`config.mk`:
```
export PLATFORM = sky130hd
export DESIGN_NAME = pipe_hazard_ctrl
export DESIGN_NICKNAME = d
export VERILOG_FILES = /design/src/rtl/hzd_pkg.sv /design/src/rtl/hzd_fwd_mux.sv /design/src/rtl/hzd_detect.sv /design/src/rtl/hzd_arbiter.sv /design/src/rtl/pipe_hazard_ctrl.sv
export SDC_FILE = /design/constraint.sdc
export NUM_CORES = 1
export LEC_CHECK = 0
export ABC_AREA = 1
export BUFFER_PORTS_ARGS = -buffer_cell sky130_fd_sc_hd__buf_2
export CAP_MARGIN = 20
export CORE_ASPECT_RATIO = 1.2
export CORE_MARGIN = 5
export CORE_UTILIZATION = 39
export DETAILED_ROUTE_END_ITERATION = 12
export GPL_TIMING_DRIVEN = 0
export PLACE_DENSITY = 0.91
export SLEW_MARGIN = 25
export SYNTH_ARGS = -nofsm -noshare
export SYNTH_HDL_FRONTEND = slang
export SYNTH_SLANG_ARGS = --single-unit
```
`constraint.sdc`:
```
create_clock -name vclk -period 1.2
set_input_delay 0.24 -clock vclk [all_inputs]
set_output_delay 0.24 -clock vclk [all_outputs]
set_load 0.005 [all_outputs]
```
`src/rtl/hzd_pkg.sv`:
```
// Shared encodings of the pipeline hazard controller.
// Assumes: bypass and next-PC selects are both two bits wide.
package hzd_pkg;

    // Operand bypass source for an execute-stage operand
    typedef enum logic [1:0] {
        FWD_RF  = 2'b00,
        FWD_WB  = 2'b01,
        FWD_MEM = 2'b10
    } fwd_sel_e;

    // Next program counter source
    typedef enum logic [1:0] {
        PC_SEQ = 2'b00,
        PC_DEC = 2'b01,
        PC_EXE = 2'b10
    } pc_sel_e;

endpackage

```
`src/rtl/hzd_fwd_mux.sv`:
```
// Bypass select for one execute-stage source operand.
// Picks the youngest valid writer of the operand's register: memory stage
// first, then write-back, else the register file. Register 0 never bypasses.
// Assumes: the memory-stage result is already present in its pipeline register.
module hzd_fwd_mux
    import hzd_pkg::*;
#(
    parameter int AW = 5
) (
    input  logic          clk,
    input  logic          rst_n,
    input  logic [AW-1:0] src,
    input  logic          mem_valid,
    input  logic          mem_wen,
    input  logic [AW-1:0] mem_rd,
    input  logic          wb_valid,
    input  logic          wb_wen,
    input  logic [AW-1:0] wb_rd,
    output logic [1:0]    sel
);
    logic src_nz;
    logic mem_hit;
    logic wb_hit;

    // Match the operand against each later stage's destination
    always_comb begin
        src_nz  = (src != '0);
        mem_hit = src_nz && mem_valid && mem_wen && (mem_rd == src);
        wb_hit  = src_nz && wb_valid && wb_wen && (wb_rd == src);
    end

    // Choose the bypass source, memory stage ahead of write-back
    always_comb begin
        if (!rst_n)       sel = FWD_RF;
        else if (mem_hit) sel = FWD_MEM;
        else if (wb_hit)  sel = FWD_WB;
        else              sel = FWD_RF;
    end


    zero_reg_no_fwd_chk: assert property (@(posedge clk) disable iff (!rst_n)
        (src == '0) |-> (sel == FWD_RF));

    sel_code_legal_chk: assert property (@(posedge clk) disable iff (!rst_n)
        sel != 2'b11);
endmodule

```
`src/rtl/hzd_detect.sv`:
```
// Raw hazard event detection from the stage summaries.
// Produces four independent flags; it applies no priority between them.
// Assumes: a load's data is available only at the end of the memory stage.
module hzd_detect #(
    parameter int AW = 5
) (
    input  logic          id_valid,
    input  logic [AW-1:0] id_rs1,
    input  logic [AW-1:0] id_rs2,
    input  logic          id_use1,
    input  logic          id_use2,
    input  logic          id_uncond,
    input  logic          ex_valid,
    input  logic [AW-1:0] ex_rd,
    input  logic          ex_wen,
    input  logic          ex_load,
    input  logic          ex_cond,
    input  logic          ex_taken,
    input  logic          mem_valid,
    input  logic          mem_acc,
    output logic          ev_ex_redirect,
    output logic          ev_load_use,
    output logic          ev_id_redirect,
    output logic          ev_struct
);
    logic load_live;
    logic src1_dep;
    logic src2_dep;

    // Load-use: a live load in execute feeds a register decode reads
    always_comb begin
        load_live   = ex_valid && ex_load && ex_wen && (ex_rd != '0);
        src1_dep    = id_use1 && (id_rs1 == ex_rd);
        src2_dep    = id_use2 && (id_rs2 == ex_rd);
        ev_load_use = load_live && id_valid && (src1_dep || src2_dep);
    end

    // Branch resolution and shared-port collision
    always_comb begin
        ev_ex_redirect = ex_valid && ex_cond && ex_taken;
        ev_id_redirect = id_valid && id_uncond;
        ev_struct      = mem_valid && mem_acc;
    end
endmodule

```
`src/rtl/hzd_arbiter.sv`:
```
// Orders the hazard events and drives the pipeline flow controls.
// Priority: execute redirect, load-use stall, decode redirect, structural.
// Assumes: the event flags are valid for the current cycle only.
module hzd_arbiter
    import hzd_pkg::*;
(
    input  logic       clk,
    input  logic       rst_n,
    input  logic       ev_ex_redirect,
    input  logic       ev_load_use,
    input  logic       ev_id_redirect,
    input  logic       ev_struct,
    output logic [1:0] pc_sel,
    output logic       pc_hold,
    output logic       ifid_hold,
    output logic       ifid_bubble,
    output logic       idex_bubble
);
    // Resolve the highest-priority event into control outputs
    always_comb begin
        pc_sel      = PC_SEQ;
        pc_hold     = 1'b0;
        ifid_hold   = 1'b0;
        ifid_bubble = 1'b0;
        idex_bubble = 1'b0;
        if (!rst_n) begin
            pc_sel = PC_SEQ;
        end else if (ev_ex_redirect) begin
            pc_sel      = PC_EXE;
            ifid_bubble = 1'b1;
            idex_bubble = 1'b1;
        end else if (ev_load_use) begin
            pc_hold     = 1'b1;
            ifid_hold   = 1'b1;
            idex_bubble = 1'b1;
        end else if (ev_id_redirect) begin
            pc_sel      = PC_DEC;
            ifid_bubble = 1'b1;
        end else if (ev_struct) begin
            pc_hold     = 1'b1;
            ifid_bubble = 1'b1;
        end
    end


    ifid_ctrl_excl_chk: assert property (@(posedge clk) disable iff (!rst_n)
        $onehot0({ifid_hold, ifid_bubble}));

    hold_implies_pc_chk: assert property (@(posedge clk) disable iff (!rst_n)
        ifid_hold |-> pc_hold);

    ex_redirect_no_hold_chk: assert property (@(posedge clk) disable iff (!rst_n)
        ev_ex_redirect |-> (!pc_hold && !ifid_hold && pc_sel == PC_EXE));

    load_use_bubble_chk: assert property (@(posedge clk) disable iff (!rst_n)
        (ev_load_use && !ev_ex_redirect) |-> (idex_bubble && pc_hold));
endmodule

```
`src/rtl/pipe_hazard_ctrl.sv`:
```
// Hazard controller for an in-order five-stage pipeline.
// Bypass selects for the execute operands, load-use stalls, predict-not-taken
// redirects with wrong-path flush, and fetch stalls on a shared memory port.
// Assumes: all stage summaries are valid in the same cycle; no internal state.
module pipe_hazard_ctrl
    import hzd_pkg::*;
#(
    parameter int AW = 5
) (
    input  logic          clk,
    input  logic          rst_n,
    input  logic          id_valid,
    input  logic [AW-1:0] id_rs1,
    input  logic [AW-1:0] id_rs2,
    input  logic          id_use1,
    input  logic          id_use2,
    input  logic          id_uncond,
    input  logic          ex_valid,
    input  logic [AW-1:0] ex_rs1,
    input  logic [AW-1:0] ex_rs2,
    input  logic [AW-1:0] ex_rd,
    input  logic          ex_wen,
    input  logic          ex_load,
    input  logic          ex_cond,
    input  logic          ex_taken,
    input  logic          mem_valid,
    input  logic [AW-1:0] mem_rd,
    input  logic          mem_wen,
    input  logic          mem_acc,
    input  logic          wb_valid,
    input  logic [AW-1:0] wb_rd,
    input  logic          wb_wen,
    output logic [1:0]    fwd_a,
    output logic [1:0]    fwd_b,
    output logic [1:0]    pc_sel,
    output logic          pc_hold,
    output logic          ifid_hold,
    output logic          ifid_bubble,
    output logic          idex_bubble
);
    localparam int NSRC = 2;

    logic [AW-1:0] src_vec [NSRC];
    logic [1:0]    sel_vec [NSRC];
    logic ev_ex_redirect, ev_load_use, ev_id_redirect, ev_struct;

    // Gather the execute operands for the per-operand bypass units
    always_comb begin
        src_vec[0] = ex_rs1;
        src_vec[1] = ex_rs2;
    end

    for (genvar g = 0; g < NSRC; g++) begin : g_fwd
        hzd_fwd_mux #(.AW(AW)) u_fwd (
            .clk       (clk),
            .rst_n     (rst_n),
            .src       (src_vec[g]),
            .mem_valid (mem_valid),
            .mem_wen   (mem_wen),
            .mem_rd    (mem_rd),
            .wb_valid  (wb_valid),
            .wb_wen    (wb_wen),
            .wb_rd     (wb_rd),
            .sel       (sel_vec[g])
        );
    end

    assign fwd_a = sel_vec[0];
    assign fwd_b = sel_vec[1];

    hzd_detect #(.AW(AW)) u_detect (
        .id_valid       (id_valid),
        .id_rs1         (id_rs1),
        .id_rs2         (id_rs2),
        .id_use1        (id_use1),
        .id_use2        (id_use2),
        .id_uncond      (id_uncond),
        .ex_valid       (ex_valid),
        .ex_rd          (ex_rd),
        .ex_wen         (ex_wen),
        .ex_load        (ex_load),
        .ex_cond        (ex_cond),
        .ex_taken       (ex_taken),
        .mem_valid      (mem_valid),
        .mem_acc        (mem_acc),
        .ev_ex_redirect (ev_ex_redirect),
        .ev_load_use    (ev_load_use),
        .ev_id_redirect (ev_id_redirect),
        .ev_struct      (ev_struct)
    );

    hzd_arbiter u_arb (
        .clk            (clk),
        .rst_n          (rst_n),
        .ev_ex_redirect (ev_ex_redirect),
        .ev_load_use    (ev_load_use),
        .ev_id_redirect (ev_id_redirect),
        .ev_struct      (ev_struct),
        .pc_sel         (pc_sel),
        .pc_hold        (pc_hold),
        .ifid_hold      (ifid_hold),
        .ifid_bubble    (ifid_bubble),
        .idex_bubble    (idex_bubble)
    );


    always_comb begin
        if (!rst_n) begin
            reset_quiet_chk: assert ({fwd_a, fwd_b, pc_sel, pc_hold, ifid_hold,
                                      ifid_bubble, idex_bubble} == '0);
        end
    end

    no_fwd_from_idle_chk: assert property (@(posedge clk) disable iff (!rst_n)
        (!mem_valid && !wb_valid) |-> (fwd_a == FWD_RF && fwd_b == FWD_RF));

    quiet_when_idle_chk: assert property (@(posedge clk) disable iff (!rst_n)
        (!id_valid && !ex_valid && !mem_valid) |-> (pc_sel == PC_SEQ && !pc_hold && !ifid_bubble));
endmodule

```
==> run summary <==
The number of max-slew violations in the final report came to 0. The layer flagged by global routing as most heavily used is met2. The launching element type of the critical path is an input pin.

The DRC violation total after the first TritonRoute iteration came out at 13. Entering global routing, the biggest net connects 6 pins. The total count of hold-check failures in the final report is 0. The post-placement cell count came out at 220. The sequential cell count is 0.

The proportion of synthesized chip area in sequential cells is 0%. Wires add up to 2850 um. Buffers added to address setup during post-CTS repair amount to 0.

The synthesized instance count came out at 142. After global routing the overflow that remains totals 0. The count of buffers from port buffering is 60. Of the available clock period, the critical path in the final layout requires 112%. IR analysis of the VDD net gives a maximum drop of 0.161 mV. Detailed placement finished with a half-perimeter wire length of 2090 um. The cell with the biggest individual delay on the critical path is o21ai_2.

The average detailed-routed wire length per instance came out at 12.9 um. The effective utilization at floorplan came out at 40.7%. The placeable core region is 1620 sq um. The met3 demand-to-capacity share in global routing is 2.59%.

The via count is 1145. The headroom to the max-slew limit is 81.8%. The maximum fanout count along the critical path came out at 4. The core utilization of the finished layout is 71.5%. The biggest cell delay along the critical path is 120 ps. The setup path with the least slack is of type input pin to primary output.

The total of warnings raised by yosys is 0. The wire length of the first global-routing pass is 3970 um. The time the worst path needs with I/O delays and setup came out at 1340 ps.

Before antenna repair, the detailed router went through 4 iterations. The final reports fail on setup timing. The power per unit of standard cell area came out at 304 nW/um^2.

STA puts the critical path data required time at 960 ps. The most critical setup path has its startpoint at id_rs2[3]. In this design, the largest share of critical-path delay is due to simple AND/OR/NAND/NOR gates. The library cell used most frequently in the layout, excluding fill and tap cells, is buf_2. The post-layout instance area came out at 1160 sq um. In this run the worst setup path terminates at idex_bubble. The analysis attributes to cell leakage a power of 0.000699 uW. The fill cell instance count of the final layout came out at 156. The via-per-instance ratio is 5.20. The final-layout clock buffer total came out at 0. The number of antenna violations at the first check in global routing came out at 0. The synthesized netlist occupies a cell area of 659 sq um. The actual transition at the worst max-transition pin came out at 270 ps. The final RePlAce weighted congestion is 0.874. From bottom edge to top edge, the die measures 55.0 um. The count of pins on the block boundary came out at 61. The signal on the critical path passes through buf_6 > inv_1 > nand2_1 > nand2_1 > nor2_2 > nand3_1 > nand2_2 > nand2_4 > o21ai_2 > buf_2.

Summing all multi-input logic gate instances after layout gives 619 sq um. The buffering stage count on the worst path with inverters included is 3. Setup repair after global routing could not meet its margin everywhere.

The fraction of final layout cells with drive strength greater than 1 came out at 47.0%. The capturing element type of the critical path is a primary output. The chip width came out at 47.5 um. The die area came out at 2620 sq um.

The distinct cell type count after synthesis came out at 23. The via count of the first global-routing pass came out at 1077. The library cells used most frequently in the layout, excluding fill and tap cells, are 46 x buf_2, 44 x nand2_1, 17 x inv_1. The reported max-cap violation count came out at 0. The final instance count without filler cells is 220. The final worst-path setup slack came out at -141 ps. In the routed design, unresolved DRC markers number 0. Once placement finished, the instance area stood at 982 sq um. The flow ran to the end, but the final reports show violations.

The total nets after synthesis came out at 193. By instance count, the cell type seen most on the critical path is nand2_1. The storage element area came out at 0 sq um. The number of rows created at floorplan came out at 16. The critical path data arrival time is 1100 ps. The average instance in the mapped netlist occupies 4.64 sq um. The setup slack after placement is -136 ps.

The met1 layer usage reported by global route is 18.5%. The critical path crosses 10 cells after its start point. After the last flow step, the layout net total stands at 255. The residual antenna-violating net count after detailed routing came out at 0. The start point of the worst min-delay path is rst_n. Global routing used 20.3% of the available tracks. The routing usage on met2 came out at 43.1%. The total inserted antenna cells is 0.

The synthesis-to-finish area growth is 75.9%. The setup-violating endpoint count in the final report came out at 9. The achievable frequency is 746 MHz. The type of the worst min-delay path is input pin to primary output.
routing by layer:
metal	part of all wire, %	wire (um)
met5	0	0
met4	3.1	87
met3	10	289
met2	55	1560
met1	32	912
tightest hold or removal path: cells and delay by family:
kind | cells | cell delay [ps]
AO/OA/AOI/OAI | 1 | 40
AND/OR/NAND/NOR | 1 | 80
buffers and inverters | 2 | 230
kinds of logic after synthesis:
kind of cell | after synthesis | share of synthesized area, %
AND/OR/NAND/NOR | 94 | 63.0
buffers and inverters | 29 | 16.5
AO/OA/AOI/OAI | 15 | 15.2
XOR/XNOR | 4 | 5.31
per-stage QoR:
stage	setup TNS (ps)	total power, uW	hold WS, ps
global route	-1500	387	864
detailed placement	-958	280	825
floorplan	0	140	584
CTS	-708	314	818
finish	-779	352	831
global placement	-947	274	820
how the worst min path moves through the flow:
stage | endpoint | cells past startpoint
2_1_floorplan | pc_sel[0] | 2
3_3_place_gp | pc_sel[0] | 4
3_5_place_dp | pc_sel[0] | 4
4_1_cts | pc_sel[0] | 4
5_1_grt | pc_sel[0] | 4
6_report | pc_sel[0] | 4
power by group:
part / switching [uW] / internal [uW]
logic: 180 / 172
clock network: 0 / 0
registers: 0 / 0
Yosys cell counts, types with 3 or more instances:
| master | instances | area, sq um |
|---|---|---|
| inv_1 | 24 | 90.1 |
| nor2_2 | 3 | 18.8 |
| o22ai_1 | 6 | 37.5 |
| xor2_1 | 3 | 26.3 |
| nand2_1 | 48 | 180 |
| nor3b_1 | 3 | 22.5 |
| nor3_1 | 6 | 30.0 |
| nor2_1 | 17 | 63.8 |
| inv_2 | 5 | 18.8 |
| nand4_1 | 3 | 18.8 |
| nand3_1 | 9 | 45.0 |
timing repair:
action | CTS | global route
gates resized for setup | 27 | 24
pin swaps | 19 | 30
hold buffers | 0 | 0
endpoints found under the setup margin | 9 | 9
final cells by class:
class	instances	area share [%]
timing repair buffer	60	34.4
inverter	29	10.2
multi-input combinational	113	53.4
tap	18	1.94
Power figures use the tool's default switching activity.
